[src/rtl/regcache_pkg.sv]
package regcache_pkg;
    localparam int WARP_W = 2;
    localparam int REG_W  = 4;
    localparam int LANES  = 2;
    localparam int WORD_W = 32;
    localparam int IDX_W  = 3;
    localparam int SETS   = 1 << IDX_W;
    localparam int LINE_W = LANES * WORD_W;
    localparam int ADDR_W = WARP_W + REG_W;

    typedef logic [WARP_W-1:0] warp_t;
    typedef logic [REG_W-1:0]  rnum_t;
    typedef logic [IDX_W-1:0]  idx_t;

    typedef struct packed {
        logic              valid;
        logic              dirty;
        warp_t             warp;
        rnum_t             rnum;
        logic [LINE_W-1:0] data;
    } line_t;

    typedef enum logic [2:0] {
        ST_IDLE,
        ST_OP,
        ST_WB,
        ST_FILL,
        ST_FIN
    } st_t;

    function automatic idx_t set_of(warp_t w, rnum_t r);
        return r[IDX_W-1:0] ^ IDX_W'(w);
    endfunction

    function automatic logic holds(line_t l, warp_t w, rnum_t r);
        return l.valid && (l.warp == w) && (l.rnum == r);
    endfunction
endpackage

[src/rtl/regcache_store.sv]
module regcache_store
    import regcache_pkg::*;
(
    input  logic            clk,
    input  logic            rst,
    input  logic            we,
    input  idx_t            widx,
    input  line_t           wline,
    input  logic [1:0]      clr,
    input  idx_t [1:0]      cidx,
    output line_t           lines [SETS]
);
    for (genvar g = 0; g < SETS; g++) begin : g_set
        line_t q;
        logic  hit_w, hit_c;
        assign hit_w = we && (widx == IDX_W'(g));
        assign hit_c = (clr[0] && (cidx[0] == IDX_W'(g))) ||
                       (clr[1] && (cidx[1] == IDX_W'(g)));
        always_ff @(posedge clk) begin
            if (rst) begin
                q <= '0;
            end else if (hit_w) begin
                q <= wline;
            end else if (hit_c) begin
                q.valid <= 1'b0;
                q.dirty <= 1'b0;
            end
        end
        assign lines[g] = q;
    end

    // a cleared slot reads invalid on the following cycle
    a_r6_clear_drops: assert property (@(posedge clk) disable iff (rst)
        (clr[0] && !we) |=> !lines[$past(cidx[0])].valid);
endmodule

[src/rtl/regcache_ctrl.sv]
module regcache_ctrl
    import regcache_pkg::*;
(
    input  logic              clk,
    input  logic              rst,
    input  logic              wr_valid,
    input  warp_t             wr_warp,
    input  rnum_t             wr_reg,
    input  logic [LINE_W-1:0] wr_data,
    input  logic              rd_valid,
    input  warp_t             rd_warp,
    input  rnum_t             rd_reg0,
    input  rnum_t             rd_reg1,
    input  logic [1:0]        rd_last,
    output logic              ready,
    output logic              rd_done,
    output logic [LINE_W-1:0] rd_data0,
    output logic [LINE_W-1:0] rd_data1,
    output logic              bf_req,
    output logic              bf_we,
    output logic [ADDR_W-1:0] bf_addr,
    output logic [LINE_W-1:0] bf_wdata,
    input  logic              bf_ack,
    input  logic [LINE_W-1:0] bf_rdata,
    input  line_t             lines [SETS],
    output logic              st_we,
    output idx_t              st_widx,
    output line_t             st_wline,
    output logic [1:0]        st_clr,
    output idx_t [1:0]        st_cidx,
    output logic              wb_inc,
    output logic [1:0]        avoid_n
);
    st_t                    st;
    logic                   is_wr;
    logic                   op;
    warp_t                  q_warp;
    rnum_t [1:0]            q_rn;
    logic [1:0]             q_last;
    logic [LINE_W-1:0]      q_wdata;
    logic [1:0][LINE_W-1:0] cap;

    rnum_t cur_reg;
    idx_t  cur_idx, in_idx, idx0, idx1;
    line_t vic, in_line, l0, l1;
    logic  hit, vic_dirty, in_hit, in_block, c0, c1;

    always_comb begin
        cur_reg   = is_wr ? q_rn[0] : q_rn[op];
        cur_idx   = set_of(q_warp, cur_reg);
        vic       = lines[cur_idx];
        hit       = holds(vic, q_warp, cur_reg);
        vic_dirty = vic.valid && vic.dirty;
        in_idx    = set_of(wr_warp, wr_reg);
        in_line   = lines[in_idx];
        in_hit    = holds(in_line, wr_warp, wr_reg);
        in_block  = in_line.valid && in_line.dirty && !in_hit;
        idx0      = set_of(q_warp, q_rn[0]);
        idx1      = set_of(q_warp, q_rn[1]);
        l0        = lines[idx0];
        l1        = lines[idx1];
        c0        = q_last[0] && holds(l0, q_warp, q_rn[0]);
        c1        = q_last[1] && holds(l1, q_warp, q_rn[1]) && !(c0 && idx0 == idx1);
    end

    always_comb begin
        ready    = (st == ST_IDLE);
        rd_done  = (st == ST_FIN);
        rd_data0 = cap[0];
        rd_data1 = cap[1];
        bf_req   = 1'b0;
        bf_we    = 1'b0;
        bf_addr  = {q_warp, cur_reg};
        bf_wdata = '0;
        st_we    = 1'b0;
        st_widx  = cur_idx;
        st_wline = '0;
        st_clr   = 2'b00;
        st_cidx  = {idx1, idx0};
        wb_inc   = 1'b0;
        avoid_n  = 2'd0;
        case (st)
            ST_IDLE: begin
                if (wr_valid && !in_block) begin
                    st_we    = 1'b1;
                    st_widx  = in_idx;
                    st_wline = '{valid: 1'b1, dirty: 1'b1, warp: wr_warp,
                                 rnum: wr_reg, data: wr_data};
                end
            end
            ST_WB: begin
                bf_req   = 1'b1;
                bf_we    = 1'b1;
                bf_addr  = {vic.warp, vic.rnum};
                bf_wdata = vic.data;
                wb_inc   = bf_ack;
                if (bf_ack && is_wr) begin
                    st_we    = 1'b1;
                    st_wline = '{valid: 1'b1, dirty: 1'b1, warp: q_warp,
                                 rnum: q_rn[0], data: q_wdata};
                end
            end
            ST_FILL: begin
                bf_req = 1'b1;
                if (bf_ack) begin
                    st_we    = 1'b1;
                    st_wline = '{valid: 1'b1, dirty: 1'b0, warp: q_warp,
                                 rnum: cur_reg, data: bf_rdata};
                end
            end
            ST_FIN: begin
                st_clr  = {c1, c0};
                avoid_n = 2'(c0 && l0.dirty) + 2'(c1 && l1.dirty);
            end
            default: ;
        endcase
    end

    always_ff @(posedge clk) begin
        if (rst) begin
            st      <= ST_IDLE;
            is_wr   <= 1'b0;
            op      <= 1'b0;
            q_warp  <= '0;
            q_rn    <= '0;
            q_last  <= '0;
            q_wdata <= '0;
            cap     <= '0;
        end else begin
            case (st)
                ST_IDLE: begin
                    if (wr_valid) begin
                        is_wr   <= 1'b1;
                        q_warp  <= wr_warp;
                        q_rn[0] <= wr_reg;
                        q_wdata <= wr_data;
                        if (in_block) st <= ST_WB;
                    end else if (rd_valid) begin
                        is_wr  <= 1'b0;
                        op     <= 1'b0;
                        q_warp <= rd_warp;
                        q_rn   <= {rd_reg1, rd_reg0};
                        q_last <= rd_last;
                        st     <= ST_OP;
                    end
                end
                ST_OP: begin
                    if (hit) begin
                        cap[op] <= vic.data;
                        if (op) st <= ST_FIN;
                        else    op <= 1'b1;
                    end else begin
                        st <= vic_dirty ? ST_WB : ST_FILL;
                    end
                end
                ST_WB:   if (bf_ack) st <= is_wr ? ST_IDLE : ST_FILL;
                ST_FILL: if (bf_ack) st <= ST_OP;
                ST_FIN:  st <= ST_IDLE;
                default: st <= ST_IDLE;
            endcase
        end
    end

    a_r8_req_held: assert property (@(posedge clk) disable iff (rst)
        (bf_req && !bf_ack) |=> (bf_req && $stable(bf_addr)));
    a_r8_busy_while_req: assert property (@(posedge clk) disable iff (rst)
        bf_req |-> !ready);
    a_r3_wb_only_dirty: assert property (@(posedge clk) disable iff (rst)
        (bf_req && bf_we) |-> (lines[cur_idx].valid && lines[cur_idx].dirty));
    a_r10_done_then_idle: assert property (@(posedge clk) disable iff (rst)
        rd_done |=> ready);
    a_r2_hit_write_local: assert property (@(posedge clk) disable iff (rst)
        (ready && wr_valid && in_hit) |=> !bf_req);
endmodule

[src/rtl/regcache_perf.sv]
module regcache_perf #(
    parameter int CNT_W = 16
) (
    input  logic             clk,
    input  logic             rst,
    input  logic             wb_inc,
    input  logic [1:0]       avoid_n,
    output logic [CNT_W-1:0] wb_count,
    output logic [CNT_W-1:0] wb_avoided
);
    always_ff @(posedge clk) begin
        if (rst) begin
            wb_count   <= '0;
            wb_avoided <= '0;
        end else begin
            if (wb_inc) wb_count <= wb_count + 1'b1;
            wb_avoided <= wb_avoided + CNT_W'(avoid_n);
        end
    end

    a_r3_count_step: assert property (@(posedge clk) disable iff (rst)
        wb_inc |=> (wb_count == CNT_W'($past(wb_count) + 1'b1)));
    a_r7_avoid_bounded: assert property (@(posedge clk) disable iff (rst)
        (avoid_n != 2'd0) |=> (wb_avoided != $past(wb_avoided)));
endmodule

[src/rtl/regcache_dvi.sv]
module regcache_dvi
    import regcache_pkg::*;
#(
    parameter int CNT_W = 16
) (
    input  logic              clk,
    input  logic              rst,
    input  logic              wr_valid,
    input  logic [WARP_W-1:0] wr_warp,
    input  logic [REG_W-1:0]  wr_reg,
    input  logic [LINE_W-1:0] wr_data,
    input  logic              rd_valid,
    input  logic [WARP_W-1:0] rd_warp,
    input  logic [REG_W-1:0]  rd_reg0,
    input  logic [REG_W-1:0]  rd_reg1,
    input  logic [1:0]        rd_last,
    output logic              ready,
    output logic              rd_done,
    output logic [LINE_W-1:0] rd_data0,
    output logic [LINE_W-1:0] rd_data1,
    output logic              bf_req,
    output logic              bf_we,
    output logic [ADDR_W-1:0] bf_addr,
    output logic [LINE_W-1:0] bf_wdata,
    input  logic              bf_ack,
    input  logic [LINE_W-1:0] bf_rdata,
    output logic [CNT_W-1:0]  wb_count,
    output logic [CNT_W-1:0]  wb_avoided
);
    line_t      lines [SETS];
    logic       st_we;
    idx_t       st_widx;
    line_t      st_wline;
    logic [1:0] st_clr;
    idx_t [1:0] st_cidx;
    logic       wb_inc;
    logic [1:0] avoid_n;

    regcache_store u_store (
        .clk   (clk),
        .rst   (rst),
        .we    (st_we),
        .widx  (st_widx),
        .wline (st_wline),
        .clr   (st_clr),
        .cidx  (st_cidx),
        .lines (lines)
    );

    regcache_ctrl u_ctrl (
        .clk      (clk),
        .rst      (rst),
        .wr_valid (wr_valid),
        .wr_warp  (wr_warp),
        .wr_reg   (wr_reg),
        .wr_data  (wr_data),
        .rd_valid (rd_valid),
        .rd_warp  (rd_warp),
        .rd_reg0  (rd_reg0),
        .rd_reg1  (rd_reg1),
        .rd_last  (rd_last),
        .ready    (ready),
        .rd_done  (rd_done),
        .rd_data0 (rd_data0),
        .rd_data1 (rd_data1),
        .bf_req   (bf_req),
        .bf_we    (bf_we),
        .bf_addr  (bf_addr),
        .bf_wdata (bf_wdata),
        .bf_ack   (bf_ack),
        .bf_rdata (bf_rdata),
        .lines    (lines),
        .st_we    (st_we),
        .st_widx  (st_widx),
        .st_wline (st_wline),
        .st_clr   (st_clr),
        .st_cidx  (st_cidx),
        .wb_inc   (wb_inc),
        .avoid_n  (avoid_n)
    );

    regcache_perf #(.CNT_W(CNT_W)) u_perf (
        .clk        (clk),
        .rst        (rst),
        .wb_inc     (wb_inc),
        .avoid_n    (avoid_n),
        .wb_count   (wb_count),
        .wb_avoided (wb_avoided)
    );
endmodule

[config.mk]
export PLATFORM = sky130hd
export DESIGN_NAME = regcache_dvi
export DESIGN_NICKNAME = d
export VERILOG_FILES = /design/src/rtl/regcache_pkg.sv /design/src/rtl/regcache_store.sv /design/src/rtl/regcache_ctrl.sv /design/src/rtl/regcache_perf.sv /design/src/rtl/regcache_dvi.sv
export SDC_FILE = /design/constraint.sdc
export NUM_CORES = 2
export LEC_CHECK = 0
export BUFFER_PORTS_ARGS = -buffer_cell sky130_fd_sc_hd__clkbuf_2
export CORE_UTILIZATION = 25
export CTS_BUF_LIST = sky130_fd_sc_hd__clkbuf_4 sky130_fd_sc_hd__clkbuf_8
export CTS_CLUSTER_DIAMETER = 40
export CTS_CLUSTER_SIZE = 28
export DETAILED_ROUTE_END_ITERATION = 16
export SETUP_SLACK_MARGIN = 0.1
export SLEW_MARGIN = 30
export SYNTH_ARGS = -nofsm -noshare
export SYNTH_HDL_FRONTEND = slang
export SYNTH_SLANG_ARGS = --single-unit
[constraint.sdc]
create_clock -name clk -period 5.81 [get_ports clk]
set_clock_uncertainty 0.05 [all_clocks]
set_input_delay 0.581 -clock clk [delete_from_list [all_inputs] [get_ports clk]]
set_output_delay 0.581 -clock clk [all_outputs]
set_load 0.02 [all_outputs]
==> results_dict.tcl <==
set metrics [dict create \
    r2r-end "u_perf.wb_avoided[6]" \
    overflow 0 \
    syn_area_sq_mm 0.0370 \
    holdBufCountCts 77 \
    vias 33200 \
    max_freq_mhz 183 \
    synthDominantCellAreaShare_pct 44.2 \
    crit_start "u_ctrl.op" \
    fin_nets 4839 \
    wl_per_cell_microns 20.1 \
    fp-row-count 140 \
    chipWidth_microns 387 \
    grt_pass1_wl_mm 203 \
    yosys_register_bits 817 \
    whs_path_depth 3 \
    tightest_slew_ns 0.984 \
    r2r_cells 19 \
    finalHoldViolCount 0 \
    startpoint_type "flip-flop" \
    rsz0062_at_grt "no" \
    coreArea_sq_mm 0.146 \
    clock_path_buffers 3 \
    clock-root-buffer "clkbuf_8" \
    slew_viol_final 0 \
    synth-edff-count 0 \
    cts_setup_buffers 0 \
    cts_tree "done" \
    ys_warn_count 0 \
    synth_most_common_cell "nor2_1" \
    grt_max_degree 151 \
    status "complete, no violations" \
    p_total_uw 15800 \
    die_y_microns 387 \
    drive_gt1_share_pct 22.3 \
    route.detailed.drc 0 \
    fin_util_pct 31.1 \
    maxCapViolCount 0 \
    numPortBuffers 384 \
    wl_mm 135 \
    worstSetupEndpointType "primary output" \
    crit_fanout 72 \
    cts_buffers 138 \
    antenna_found_initial 9 \
    min_period_over_period_pct 93.9 \
    hp-class "in -> reg" \
    syn_nets 4458 \
    synth-async-reset-ratio_pct 0 \
    synthTopCellsByCount "nor2_1, dfxtp_1, nor3_1" \
    ioPinCount 385 \
    endpoint "bf_wdata[5]" \
    clk_latency_ns 0.90 \
    irDropWorstVdd_v 0.000203 \
    yosysTopAreaCell "dfxtp_1" \
    initial_core_util_pct 25.3 \
    critical_path_class "reg -> out" \
    syn_area_per_cell_sq_um 8.60 \
    clkTransAtPathRegs_ns 0.07 \
    critPathRequiredTime_ns 5.18 \
    final.min_clock_period_ns 5.46 \
    tns_ns 0 \
    cts.sinks 817 \
    grt_usage_pct 17.6 \
    synth_area_leaders "dfxtp_1, nor2_1, mux4_2" \
    routabilityCongestion 0.946 \
    drtPass1Iterations 5 \
    hpwl_mm 87.6 \
    area_growth_syn_to_layout_pct 23.1 \
    syn_inst 4302 \
    dpl.cell_count 6382 \
    r2r_setup_slack_ns 0.78 \
    finalSetupViolations 0 \
    h-tree-depth 4 \
    slew_headroom_pct 34.4 \
    r2r-start "u_ctrl.q_rn[1]" \
    grt_pass1_vias 31800 \
    vias_per_cell 4.94 \
    synth_ff_type "dfxtp_1" \
    ant_nets 0 \
    arrival_ns 4.83 \
    p_per_area_mw_per_mm2 347 \
    fin_cells 6721 \
    dieArea_sq_mm 0.150 \
    ys_seq_area_share_pct 44.2 \
    ys_types 74 \
    power.leakage_uw 0.0175 \
    post_cts_resized 0 \
    drt_first_iter_violations 2744 \
]
==> placed cells by master (no fill, tap or decap), types with 9 or more instances in the layout <==
master,n
o21ai_2,50
clkbuf_4,15
clkbuf_8,155
mux4_2,180
dfxtp_1,817
clkinv_4,9
nor2b_1,10
a21oi_1,224
nor3_1,462
nand4_1,19
inv_1,18
a22oi_1,57
nand3_1,33
clkinvlp_4,18
or2_2,15
buf_12,30
xnor2_1,12
nor2_1,1140
dlygate4sd3_1,77
and3_1,10
or2_0,115
o21ai_0,16
nand2b_1,10
a31oi_1,14
xor2_1,46
nand2_1,328
mux2i_1,119
a221oi_2,10
a211oi_1,83
clkinv_2,19
inv_6,13
bufinv_16,15
clkbuf_2,383
nand3b_1,13
buf_4,107
==> power breakdown <==
group	switching, uW	internal (uW)	total, uW
combinational	2270	1310	3580
clock	2750	3320	6070
sequential	209	5930	6140
total	5230	10600	15800
==> flip-flops by register name (all words and copies together), names as in the netlist <==
signal             count
u_ctrl.op              1
u_ctrl.rd_data1       64
u_ctrl.q_wdata        64
u_ctrl.q_warp          2
u_ctrl.is_wr           1
u_ctrl.st              3
u_ctrl.q_rn            8
u_store.lines        576
u_perf.wb_avoided     16
u_perf.wb_count       16
u_ctrl.q_last          2
u_ctrl.rd_data0       64
==> per-stage QoR <==
stage          hold slack [ns]  setup WS [ns]  instance area (sq um)
2_1_floorplan            0.387           1.12                  37000
3_3_place_gp             0.387          0.800                  41500
3_5_place_dp             0.392          0.753                  41500
4_1_cts                 0.0162          0.287                  45500
5_1_grt                 0.0683          0.180                  45500
6_report                0.0986          0.354                  45500
==> critical path, cell delays in order, from the launching register on <==
cell and delay (ns):
dfxtp_1 0.39, nor2b_1 0.37, buf_4 0.26, mux2i_1 0.17
xnor2_2 0.78, buf_12 0.46, mux4_2 0.59, mux2i_1 0.49
nor2_1 0.08, clkbuf_2 0.19
==> kinds of logic after synthesis <==
logic type	Yosys count	synth area share [%]
AND/OR/NAND/NOR	2210	25.9
flip-flops	817	44.2
AO/OA/AOI/OAI	519	9.24
buffers and inverters	377	4.18
multiplexers	310	14.6
XOR/XNOR	64	1.61
adder cells (fa/ha/maj)	5	0.189
==> how the worst min path moves through the flow <==
stage | to | start | slack (ns)
3_3_place_gp | u_ctrl.rd_data1[63] | u_ctrl.rd_data1[63] | 0.39
6_report | u_ctrl.q_rn[3] | wr_reg[3] | 0.1
4_1_cts | u_ctrl.q_rn[3] | wr_reg[3] | 0.02
2_1_floorplan | u_ctrl.q_wdata[10] | u_ctrl.q_wdata[10] | 0.39
5_1_grt | u_ctrl.q_rn[3] | wr_reg[3] | 0.07
3_5_place_dp | u_ctrl.rd_data0[33] | u_ctrl.rd_data0[33] | 0.39
==> area by class of cell <==
cell class	instances	area [sq um]
sequential	817	16400
inverter	18	67.6
timing repair buffer	600	4150
antenna	8	20.0
multi-input combinational	3108	19300
tap	1917	2400
clock buffer	170	2250
fill	15200	101000
clock inverter	83	990
==> routing by layer <==
layer | share of wire (%) | vias to the layer above | GRT usage (%)
met5 | 0.0059 | - | 0
met4 | 2.9 | 2 | 6.28
met3 | 6.9 | 250 | 3.41
met2 | 45 | 1233 | 27.6
met1 | 45 | 16100 | 23.9
li1 | - | 15600 | -
(Power assumes the default switching activity.)
